==> config.mk <==
export PLATFORM = sky130hd
export DESIGN_NAME = tune_tap_select
export DESIGN_NICKNAME = d
export VERILOG_FILES = /design/src/rtl/tune_tap_select_pkg.sv /design/src/rtl/tsel_merge_step.sv /design/src/rtl/tsel_run_scan.sv /design/src/rtl/tsel_tap_pick.sv /design/src/rtl/tune_tap_select.sv
export SDC_FILE = /design/constraint.sdc
export NUM_CORES = 1
export LEC_CHECK = 0
export BUFFER_PORTS_ARGS = -buffer_cell sky130_fd_sc_hd__buf_2
export CORE_ASPECT_RATIO = 0.5
export CORE_MARGIN = 2
export CORE_UTILIZATION = 50
export CTS_CLUSTER_SIZE = 20
export DETAILED_ROUTE_END_ITERATION = 6
export GPL_TIMING_DRIVEN = 1
export HOLD_SLACK_MARGIN = 0.12
export PLACE_DENSITY = 0.77
export REMOVE_ABC_BUFFERS = 1
export SETUP_SLACK_MARGIN = 0.1
export SLEW_MARGIN = 20
export SYNTH_ARGS = -nofsm -noshare
export SYNTH_HDL_FRONTEND = slang
export SYNTH_SLANG_ARGS = --single-unit
==> constraint.sdc <==
create_clock -name clk -period 4.3 [get_ports clk]
set_input_delay 0.43 -clock clk [delete_from_list [all_inputs] [get_ports clk]]
set_output_delay 0.43 -clock clk [all_outputs]
set_load 0.02 [all_outputs]
==> src/rtl/tune_tap_select_pkg.sv <==
package tune_tap_select_pkg;
  typedef enum logic [2:0] {
    ST_IDLE,
    ST_MERGE,
    ST_SCAN_P,
    ST_PICK_P,
    ST_SCAN_M,
    ST_PICK_M,
    ST_FAIL
  } tsel_state_t;
endpackage

==> src/rtl/tsel_merge_step.sv <==
// One position of the half-combining pass: a zero at position idx
// knocks out both copies of its tap.
module tsel_merge_step #(
  parameter int VEC_W = 32,
  localparam int SEL_W = $clog2(VEC_W)
) (
  input  logic [VEC_W-1:0] vec_in,
  input  logic [SEL_W-1:0] idx,
  input  logic [SEL_W-1:0] tap_idx,
  input  logic [SEL_W-1:0] n_taps,
  output logic [VEC_W-1:0] vec_out
);
  logic [SEL_W-1:0] twin_idx;

  always_comb begin
    twin_idx = tap_idx + n_taps;
    vec_out  = vec_in;
    if (!vec_in[idx]) begin
      vec_out[tap_idx]  = 1'b0;
      vec_out[twin_idx] = 1'b0;
    end
  end
endmodule

==> src/rtl/tsel_run_scan.sv <==
// Serial longest-run tracker. The caller feeds one position per step and a
// final step at pos = 2N with bit_in = 0 to close a run still open.
module tsel_run_scan #(
  parameter int IDX_W = 6
) (
  input  logic             clk,
  input  logic             rst,
  input  logic             clr,
  input  logic             step,
  input  logic             bit_in,
  input  logic [IDX_W-1:0] pos,
  output logic [IDX_W-1:0] best_len,
  output logic [IDX_W-1:0] best_first,
  output logic [IDX_W-1:0] best_last
);
  logic [IDX_W-1:0] run_len;

  always_ff @(posedge clk) begin
    if (rst || clr) begin
      run_len    <= '0;
      best_len   <= '0;
      best_first <= '0;
      best_last  <= '0;
    end else if (step) begin
      if (bit_in) begin
        run_len <= run_len + 1'b1;
      end else begin
        if (run_len > best_len) begin
          best_len   <= run_len;
          best_first <= pos - run_len;
          best_last  <= pos - 1'b1;
        end
        run_len <= '0;
      end
    end
  end
endmodule

==> src/rtl/tsel_tap_pick.sv <==
// Midpoint of a run folded into 0..N-1. Inputs are below 2N, so one
// conditional subtraction performs the modulo.
module tsel_tap_pick #(
  parameter int IDX_W = 6,
  localparam int SEL_W = IDX_W - 1
) (
  input  logic [IDX_W-1:0] first,
  input  logic [IDX_W-1:0] last,
  input  logic [SEL_W-1:0] n_taps,
  output logic [IDX_W-1:0] tap
);
  logic [IDX_W:0] sum;
  logic [IDX_W:0] half;
  logic [IDX_W:0] n_ext;

  always_comb begin
    sum   = {1'b0, first} + {1'b0, last};
    half  = sum >> 1;
    n_ext = (IDX_W + 1)'(n_taps);
    if (half >= n_ext) tap = IDX_W'(half - n_ext);
    else               tap = half[IDX_W-1:0];
  end
endmodule

==> src/rtl/tune_tap_select.sv <==
module tune_tap_select
  import tune_tap_select_pkg::*;
#(
  parameter int VEC_W   = 32,
  parameter int MIN_RUN = 3,
  localparam int SEL_W = $clog2(VEC_W),
  localparam int IDX_W = SEL_W + 1,
  localparam int CNT_W = IDX_W + 1
) (
  input  logic             clk,
  input  logic             rst,
  input  logic             start,
  input  logic [CNT_W-1:0] tap_count,
  input  logic [VEC_W-1:0] probe_ok,
  input  logic [VEC_W-1:0] match_ok,
  input  logic             req_set,
  output logic             done,
  output logic             sel_err,
  output logic [IDX_W-1:0] tap_sel,
  output logic             retune_en,
  output logic             retune_req
);
  tsel_state_t state;

  logic [VEC_W-1:0] pvec, mvec, pvec_nx, mvec_nx, in_mask;
  logic [SEL_W-1:0] n_r;
  logic [IDX_W-1:0] two_n;
  logic [IDX_W-1:0] idx;
  logic [SEL_W-1:0] idx_mod;
  logic             busy, accept, count_bad;
  logic             scan_clr, scan_step, scan_bit;
  logic [IDX_W-1:0] best_len, best_first, best_last, pick_tap;
  logic [CNT_W:0]   two_n_in;

  assign busy   = (state != ST_IDLE);
  assign accept = start && !busy;
  assign two_n  = {n_r, 1'b0};

  // Tap-count check and mask for positions above 2N
  always_comb begin
    two_n_in  = {tap_count, 1'b0};
    count_bad = (tap_count == '0) || (two_n_in >= (CNT_W + 1)'(VEC_W));
    for (int k = 0; k < VEC_W; k++) begin
      in_mask[k] = ((CNT_W + 1)'(k) < two_n_in);
    end
  end

  tsel_merge_step #(.VEC_W(VEC_W)) u_merge_p (
    .vec_in(pvec), .idx(idx[SEL_W-1:0]), .tap_idx(idx_mod),
    .n_taps(n_r), .vec_out(pvec_nx)
  );

  tsel_merge_step #(.VEC_W(VEC_W)) u_merge_m (
    .vec_in(mvec), .idx(idx[SEL_W-1:0]), .tap_idx(idx_mod),
    .n_taps(n_r), .vec_out(mvec_nx)
  );

  assign scan_clr  = (state == ST_IDLE) || (state == ST_PICK_P);
  assign scan_step = (state == ST_SCAN_P) || (state == ST_SCAN_M);

  always_comb begin
    if (idx == two_n)            scan_bit = 1'b0;
    else if (state == ST_SCAN_M) scan_bit = mvec[idx[SEL_W-1:0]];
    else                         scan_bit = pvec[idx[SEL_W-1:0]];
  end

  tsel_run_scan #(.IDX_W(IDX_W)) u_scan (
    .clk(clk), .rst(rst), .clr(scan_clr), .step(scan_step),
    .bit_in(scan_bit), .pos(idx),
    .best_len(best_len), .best_first(best_first), .best_last(best_last)
  );

  tsel_tap_pick #(.IDX_W(IDX_W)) u_pick (
    .first(best_first), .last(best_last), .n_taps(n_r), .tap(pick_tap)
  );

  // Retune-request status: cleared when a selection is accepted
  always_ff @(posedge clk) begin
    if (rst)          retune_req <= 1'b0;
    else if (accept)  retune_req <= 1'b0;
    else if (req_set) retune_req <= 1'b1;
  end

  always_ff @(posedge clk) begin
    if (rst) begin
      state     <= ST_IDLE;
      pvec      <= '0;
      mvec      <= '0;
      n_r       <= '0;
      idx       <= '0;
      idx_mod   <= '0;
      done      <= 1'b0;
      sel_err   <= 1'b0;
      tap_sel   <= '0;
      retune_en <= 1'b0;
    end else begin
      done <= 1'b0;
      unique case (state)
        ST_IDLE: begin
          if (start) begin
            retune_en <= 1'b0;
            sel_err   <= 1'b0;
            idx       <= '0;
            idx_mod   <= '0;
            if (count_bad) begin
              state <= ST_FAIL;
            end else begin
              pvec  <= probe_ok & in_mask;
              mvec  <= match_ok & in_mask;
              n_r   <= tap_count[SEL_W-1:0];
              state <= ST_MERGE;
            end
          end
        end
        ST_MERGE: begin
          pvec <= pvec_nx;
          mvec <= mvec_nx;
          if (idx_mod == n_r - 1'b1) idx_mod <= '0;
          else                       idx_mod <= idx_mod + 1'b1;
          if (idx == two_n - 1'b1) begin
            idx   <= '0;
            state <= ST_SCAN_P;
          end else begin
            idx <= idx + 1'b1;
          end
        end
        ST_SCAN_P, ST_SCAN_M: begin
          if (idx == two_n) begin
            idx   <= '0;
            state <= (state == ST_SCAN_P) ? ST_PICK_P : ST_PICK_M;
          end else begin
            idx <= idx + 1'b1;
          end
        end
        ST_PICK_P: begin
          if (best_len == two_n) begin
            state <= ST_SCAN_M;
          end else if (best_len >= IDX_W'(MIN_RUN)) begin
            done      <= 1'b1;
            tap_sel   <= pick_tap;
            retune_en <= 1'b1;
            state     <= ST_IDLE;
          end else begin
            state <= ST_FAIL;
          end
        end
        ST_PICK_M: begin
          if (best_len != '0) begin
            done      <= 1'b1;
            tap_sel   <= pick_tap;
            retune_en <= 1'b1;
            state     <= ST_IDLE;
          end else begin
            state <= ST_FAIL;
          end
        end
        ST_FAIL: begin
          done    <= 1'b1;
          sel_err <= 1'b1;
          state   <= ST_IDLE;
        end
        default: state <= ST_IDLE;
      endcase
    end
  end
endmodule

==> impl_results.md, run 1 <==
* TritonCTS clock tree: built
* Power per Cell Area at 442.7 mW/mm^2
* RSZ-0062 raised after global routing: no
* Grt peak-use layer: met2
* Row cnt at 31
* Leakage at 3.314 nW
* Via Count at 7041
* Post-synth EDFFs at 0
* Design area at 0.008298 mm^2
* Clock Latency Late Sink at 430 ps
* Crit path required time at 4610 ps
* Met3 usage at 0.07015
* Synthesis-to-layout area growth at 14.56%
* Internal at 2.345 mW
* CP max stage delay at 680 ps
* Worst path bufs/invs at 1
* WL final at 20700 um
* Hold Vio Cnt, Final at 0
* Sw Pwr at 1.329 mW
* Slew Limit Fails at 0
* Longest Clk Path Bufs at 2
* Synthesized area per cell at 8.048 um^2
* Synth unique cells at 60
* Post-Route Setup TNS at 0 ps
* TritonCTS buffer count at 17
* Clock Tree Root: clkbuf_16
* Post-CTS setup buffer count at 0
* GR Util All Layers at 0.2720
* Crit path cell chain: ha_1, inv_1, fa_1, nor2b_1, o21ai_0, and3_1, or2_2, o311ai_0, nand2_1, a32o_1
* #FFs+latches synth at 117
* Clock power frac at 0.375
* GR Layer Usage met1 at 0.3413
* CTS Hold Buffers Added at 0
* Vias per cell at 6.049
* Arr. time, crit path at 3750 ps
* Most frequent cells in the layout: nand2_1 (141), dfxtp_1 (116), a21oi_1 (84)
* Combinational Power Share at 0.298
* Largest net degree at the start of global routing at 61
* Die Wd at 174.2 um
* Number of buffers added on ports at 80
* Clk slew on worst S/H paths at 50 ps
* Fin nets at 1067
* Clock Skew at 11.76 ps
* Flop pwr share at 0.327
* Cell family with most CP delay: compound AO/OA/AOI/OAI gates
* DR pass1 iterations at 6
* N_diodes at 0
* CP Class: reg -> reg
* First-pass GRT wire length at 33200 um
* Placed Area at 0.007729 mm^2
* GR Overflow Total at 0
* CP Launch Point: n_r[0]$_SDFFE_PP0P_
* Slowest cell on the critical path: o311ai_0
* Worst-Margin Slew at 904.2 ps
* Clk sinks at 117
* Full die area at 0.01552 mm^2
* VDD IR max at 0.2161 mV
* Post_cts resized at 0
* Crit-path max FO at 10
* Hold Startpoint: probe_ok[23]
* Wirelength per Cell at 17.78 um
* Initial drt markers at 729
* # setup viols final at 0
* Max-Cap Viols at 0
* Core area at 0.01431 mm^2
* Min Tclk post-route at 3433 ps
* Net Sw Frac at 0.3617
* Slew headroom at 0.3949
* H-tree Lvls at 4
* Status: completed
* Initial Utilization at 0.5061
* Die Height at 89.11 um
* Synth async-reset ratio at 0
* Ratio of final minimum period to clock period at 0.7983
* Startpoint types: register
* Share of cells above drive strength 1 at 0.1366
* Mapped cell area at 0.007243 mm^2
* Post-Syn Instances at 900
* Placer Congestion at 0.9956
* Post-synthesis sequential area ratio at 0.3234
* Routed Antenna Nets at 0
* R2R Path Start: n_r[0]$_SDFFE_PP0P_
* GR met2 Demand/Resource at 0.4646
* Worst setup EP type: register
* Max Clk Rate at 291.3 MHz
* Residual DRC at 0
* Yosys Warn Count at 0
* Commonest non-fill, non-tap cell in the layout: nand2_1
* HP Class: in -> reg
* Predominant post-synthesis flop cell: dfxtp_1
* Vias in the first global route at 6602
* Initial antenna violation count at 0
* Ports at 85
* Post-DP HPWL at 14960 um
area by class of cell:
class                      instances  area (um^2)
timing repair buffer              89        480.5
tap                              198        247.7
sequential                       117         2344
clock buffer                      21        460.4
fill                            1257         6015
inverter                          37        138.9
clock inverter                     9        105.1
multi-input combinational        693         4522
logic make-up after synthesis:
family | synth area share
and+or+nand+nor | 0.1857
muxes | 0.07894
AOI/OAI and AO/OA | 0.2349
adders and majority gates | 0.06806
DFF | 0.3234
xor gates and xnor gates | 0.05614
buffers and inverters | 0.05286
synthesized netlist by cell type, types with 6 or more instances:
cell	n	share of area
mux2i_1	56	0.077
nand2b_1	9	0.0078
a31oi_1	16	0.014
and3_1	12	0.010
a21oi_1	84	0.058
and2_1	7	0.0060
or2_2	6	0.0052
xnor2_1	18	0.022
a32o_1	26	0.036
dfxtp_1	117	0.32
o21ai_0	57	0.039
a211oi_1	7	0.0073
nor2b_1	13	0.011
a21o_1	6	0.0062
nor3_1	15	0.010
nand3_1	9	0.0062
nand2_1	141	0.073
ha_1	33	0.057
o21a_1	7	0.0073
nor2_1	49	0.025
inv_1	37	0.019
nand4_1	9	0.0078
a221oi_1	7	0.0085
a22oi_1	18	0.019
o31ai_1	8	0.0083
xor2_1	24	0.029
clkbuf_1	41	0.021
power by group through the flow:
stage / sequential (mW) / clock, mW / combinational, mW
final: 1.20 / 1.38 / 1.09
after global routing: 1.21 / 1.44 / 1.19
after CTS: 1.20 / 1.38 / 1.06
after detailed placement: 1.22 / 0 / 1.05
after global placement: 1.22 / 0 / 1.03
after floorplan: 1.21 / 0 / 0.706
layer usage:
metal  vias to the layer above  routed length [um]
li1                       3335                   -
met1                      3328                8941
met2                       328                9659
met3                        50                1711
met4                         0                 390
met5                         -                   0
metrics by stage:
stage | hold WS (ps) | utilization | power (mW) | setup slack (ps) | std cells
after detailed placement | 430.7 | 0.5400 | 2.271 | 990.3 | 1134
after global routing | 206.7 | 0.5798 | 3.843 | 701.6 | 1164
after CTS | 197.7 | 0.5795 | 3.642 | 943.7 | 1164
final | 198.2 | 0.5798 | 3.674 | 867.2 | 1164
after floorplan | 411.6 | - | 1.915 | 874.6 | 847
after global placement | 417.1 | 0.5400 | 2.248 | 1012 | 1134
worst paths after layout:
path                                         endpoint  cells after the start  slack [ps]
worst max-delay path             mvec[6]$_SDFFE_PP0P_                     10         870
worst min-delay path            pvec[23]$_SDFFE_PP0P_                      3         200
worst max register to register   mvec[6]$_SDFFE_PP0P_                     10         870
worst min register to register  pvec[31]$_SDFFE_PP0P_                      2         440
tightest hold or removal path, cell delays in order:
cell,delay (ps)
buf_2,70
nand2_1,40
nand2_1,40
sequential cells by signal, indices dropped and copies added (netlist names), 3 cells and up:
signal and count:
mvec 32, tap_sel 6, idx 6, u_scan.best_last 6, state 3, u_scan.best_first 6
u_scan.best_len 6, u_scan.run_len 6, idx_mod 5, n_r 5, pvec 32
Power figures use the tool's default switching activity.
==> run 2: changes to the inputs <==
--- a/config.mk
+++ b/config.mk
@@ -13,7 +13,7 @@
 export DETAILED_ROUTE_END_ITERATION = 6
 export GPL_TIMING_DRIVEN = 1
 export HOLD_SLACK_MARGIN = 0.12
-export PLACE_DENSITY = 0.77
+export PLACE_DENSITY = 0.8
 export REMOVE_ABC_BUFFERS = 1
 export SETUP_SLACK_MARGIN = 0.1
 export SLEW_MARGIN = 20
==> constraint.sdc (replaced) <==
create_clock -name clk -period 3 [get_ports clk]
set_input_delay 0.3 -clock clk [delete_from_list [all_inputs] [get_ports clk]]
set_output_delay 0.3 -clock clk [all_outputs]
set_load 0.02 [all_outputs]
==> impl_results.md, run 2 (synthesis gave the netlist of run 1 again) <==
* Status: completed
* Internal at 3.780 mW (+61%)
* Via Count at 7836 (+11%)
* Slew headroom at 0.4964 (+0.1014)
* Ports at 85 (unchanged)
* # setup viols final at 0 (unchanged)
* Vias per cell at 6.219 (+2.8%)
* TritonCTS buffer count at 17 (unchanged)
* Clk slew on worst S/H paths at 60 ps (about the same)
* Fin nets at 1160 (+8.7%)
* Internal reg-to-reg setup slack at 2 ps (-870 ps)
* End of the critical path: tap_sel[2]$_SDFFE_PP0P_
* Startpoint types: register
* Longest Clk Path Bufs at 2 (unchanged)
* Crit path top cell by count: a21o_1
* Ratio of final minimum period to clock period at 0.9993 (+0.2010)
* Worst setup EP type: register
* WL final at 24320 um (+17%)
* Max-Cap Viols at 0 (unchanged)
* Synthesis-to-layout area growth at 29.69%
* TritonCTS clock tree: built
* Clock Skew at 8.581 ps (-3.177 ps)
* Full die area at 0.01552 mm^2 (unchanged)
* Number of buffers added on ports at 80 (unchanged)
* H-tree Lvls at 4 (unchanged)
* Worst-Margin Slew at 755.4 ps (-148.8 ps)
* Core area at 0.01431 mm^2 (unchanged)
* Combinational Power Share at 0.325 (+0.027)
* First-pass GRT wire length at 37510 um (+13%)
* Largest net degree at the start of global routing at 61 (unchanged)
* Initial antenna violation count at 0 (unchanged)
* Crit path required time at 3320 ps (-1290 ps)
* Largest regs: mvec: 32 flops, pvec: 32 flops
* R2R cell count at 14 (+4)
* Placer Congestion at 1.018 (+2.3%)
* Clock power frac at 0.389 (+0.014)
* Max Clk Rate at 333.6 MHz (+15%)
* GR Overflow Total at 0 (unchanged)
* R2r endpoint: tap_sel[2]$_SDFFE_PP0P_
* DR pass1 iterations at 7 (+1)
* Wirelength per Cell at 19.30 um (+8.5%)
* CP Class: reg -> reg
* CP Launch Point: u_scan.best_last[0]$_SDFFE_PP0P_
* Tot Pwr at 5.909 mW (+61%)
* R2R Path Start: u_scan.best_last[0]$_SDFFE_PP0P_
* Die Height at 89.11 um (unchanged)
* Slowest cell on the critical path: fa_2
* Flop pwr share at 0.285 (-0.042)
* Share of cells above drive strength 1 at 0.1998 (+0.06317)
* Initial Utilization at 0.5061 (unchanged)
* Leakage at 3.815 nW (+15%)
* Arr. time, crit path at 3320 ps (-430 ps)
* Vias in the first global route at 7355 (+11%)
* Dpl ws at -87.66 ps (-1078 ps)
* CP max stage delay at 360 ps (-320 ps)
* Hold Vio Cnt, Final at 0 (unchanged)
* Slew Limit Fails at 0 (unchanged)
* Initial drt markers at 1168 (+60%)
* HP Class: in -> reg
* Residual DRC at 0 (unchanged)
* Clk sinks at 117 (unchanged)
* Post-DP HPWL at 15890 um (+6.2%)
* Clock Latency Late Sink at 430 ps (about the same)
* Clock Tree Root: clkbuf_16
* Most frequent cells in the layout: nand2_1 (141), dfxtp_1 (112), a21oi_1 (80), buf_2 (80), o21ai_0 (57)
* Power per Cell Area at 629.0 mW/mm^2 (+42%)
* Commonest non-fill, non-tap cell in the layout: nand2_1
* Setup ws final at 2.156 ps (-865.0 ps)
* Finished Core Util at 0.6564 (+0.07658)
* Sw Pwr at 2.129 mW (+60%)
* Min Tclk post-route at 2998 ps (-435.0 ps)
* Row cnt at 31 (unchanged)
* Crit path cell chain: and2_4, fa_2, a21o_1, a21oi_4, xnor2_2, ha_1, inv_1, o211ai_1, a21o_1, a211oi_2, buf_4, mux2i_2, nor3_1, a31o_2
* Net Sw Frac at 0.3603 (-0.001372)
* Routed Antenna Nets at 0 (unchanged)
* GR Util All Layers at 0.3071 (+0.03512)
* Crit-path max FO at 3 (-7)
* Die Wd at 174.2 um (unchanged)
* RSZ-0062 raised after global routing: yes
* VDD IR max at 0.5038 mV (+130%)
==> run 2: changes by cell type in the layout (fill, tap and decap cells not counted), moves of 4 or more <==
| cell | before | now |
|---|---|---|
| buf_4 | 8 | 54 |
| dlygate4sd3_1 | 0 | 45 |
| a21oi_1 | 84 | 80 |
| dfxtp_1 | 116 | 112 |
| dfxtp_2 | 1 | 5 |
==> run 2: what timing repair did <==
| item | in CTS | in global routing |
|---|---|---|
| hold endpoints to repair | 45 | 0 |
| resized for setup | 19 | 20 |
| gates cloned | 0 | 0 |
| pin swaps | 11 | 1 |
| hold buffers | 45 | 0 |
| buffers inserted | 4 | 3 |
| endpoints found under the setup margin | 29 | 77 |
==> run 2: final cells by class <==
class	instances	area [um^2]
multi-input combinational	693	4687
clock buffer	18	429.2
sequential	117	2349
timing repair buffer	182	1316
antenna	1	2.502
tap	198	247.7
inverter	37	138.9
fill	1102	4918
clock inverter	14	224.0
==> run 2: layer usage <==
| layer | global-route usage | routed length (um) | vias up |
|---|---|---|---|
| met1 | 0.3633 | 9433 | 3638 |
| met2 | 0.5350 | 11040 | 514 |
| met4 | 0.1459 | 1261 | 0 |
| met3 | 0.08036 | 2580 | 151 |
| met5 | 0 | 0 | - |
| li1 | - | - | 3533 |
==> run 2: worst min path at each step <==
stage	from	end	slack (ps)	depth (start not counted)
floorplan	rst	done$_SDFF_PP0_	370	1
global route	probe_ok[14]	pvec[14]$_SDFFE_PP0P_	130	3
detailed placement	pvec[31]$_SDFFE_PP0P_	pvec[31]$_SDFFE_PP0P_	420	2
CTS	probe_ok[11]	pvec[11]$_SDFFE_PP0P_	120	3
global placement	pvec[30]$_SDFFE_PP0P_	pvec[30]$_SDFFE_PP0P_	420	2
finish	probe_ok[11]	pvec[11]$_SDFFE_PP0P_	120	3
==> run 2: metrics by stage <==
stage          instance area [um^2]  TNS (ps)  hold slack, ps  std cells
2_1_floorplan                  6999    -15780           369.1        847
3_3_place_gp                   8061    -157.3           418.6       1175
3_5_place_dp                   8061    -370.8           424.7       1175
4_1_cts                        9258         0           120.1       1256
5_1_grt                        9392    -351.2           127.2       1259
6_report                       9394         0           121.6       1260
==> run 2: worst max-delay path: cells and delay by family (launching register included) <==
kind | cells | cell delay [ps]
multiplexers | 1 | 230
flip-flops | 1 | 320
buffers and inverters | 2 | 260
adder cells (fa/ha/maj) | 2 | 700
AND/OR/NAND/NOR | 2 | 210
AO/OA/AOI/OAI | 6 | 1060
XOR/XNOR | 1 | 110
==> run 2: power groups by stage <==
| stage | combinational, mW | sequential, mW | clock, mW |
|---|---|---|---|
| finish | 1.92 | 1.69 | 2.30 |
| global route | 2.06 | 1.69 | 2.37 |
| CTS | 1.79 | 1.68 | 2.30 |
| detailed placement | 1.72 | 1.71 | 0 |
| global placement | 1.68 | 1.71 | 0 |
| floorplan | 1.01 | 1.73 | 0 |
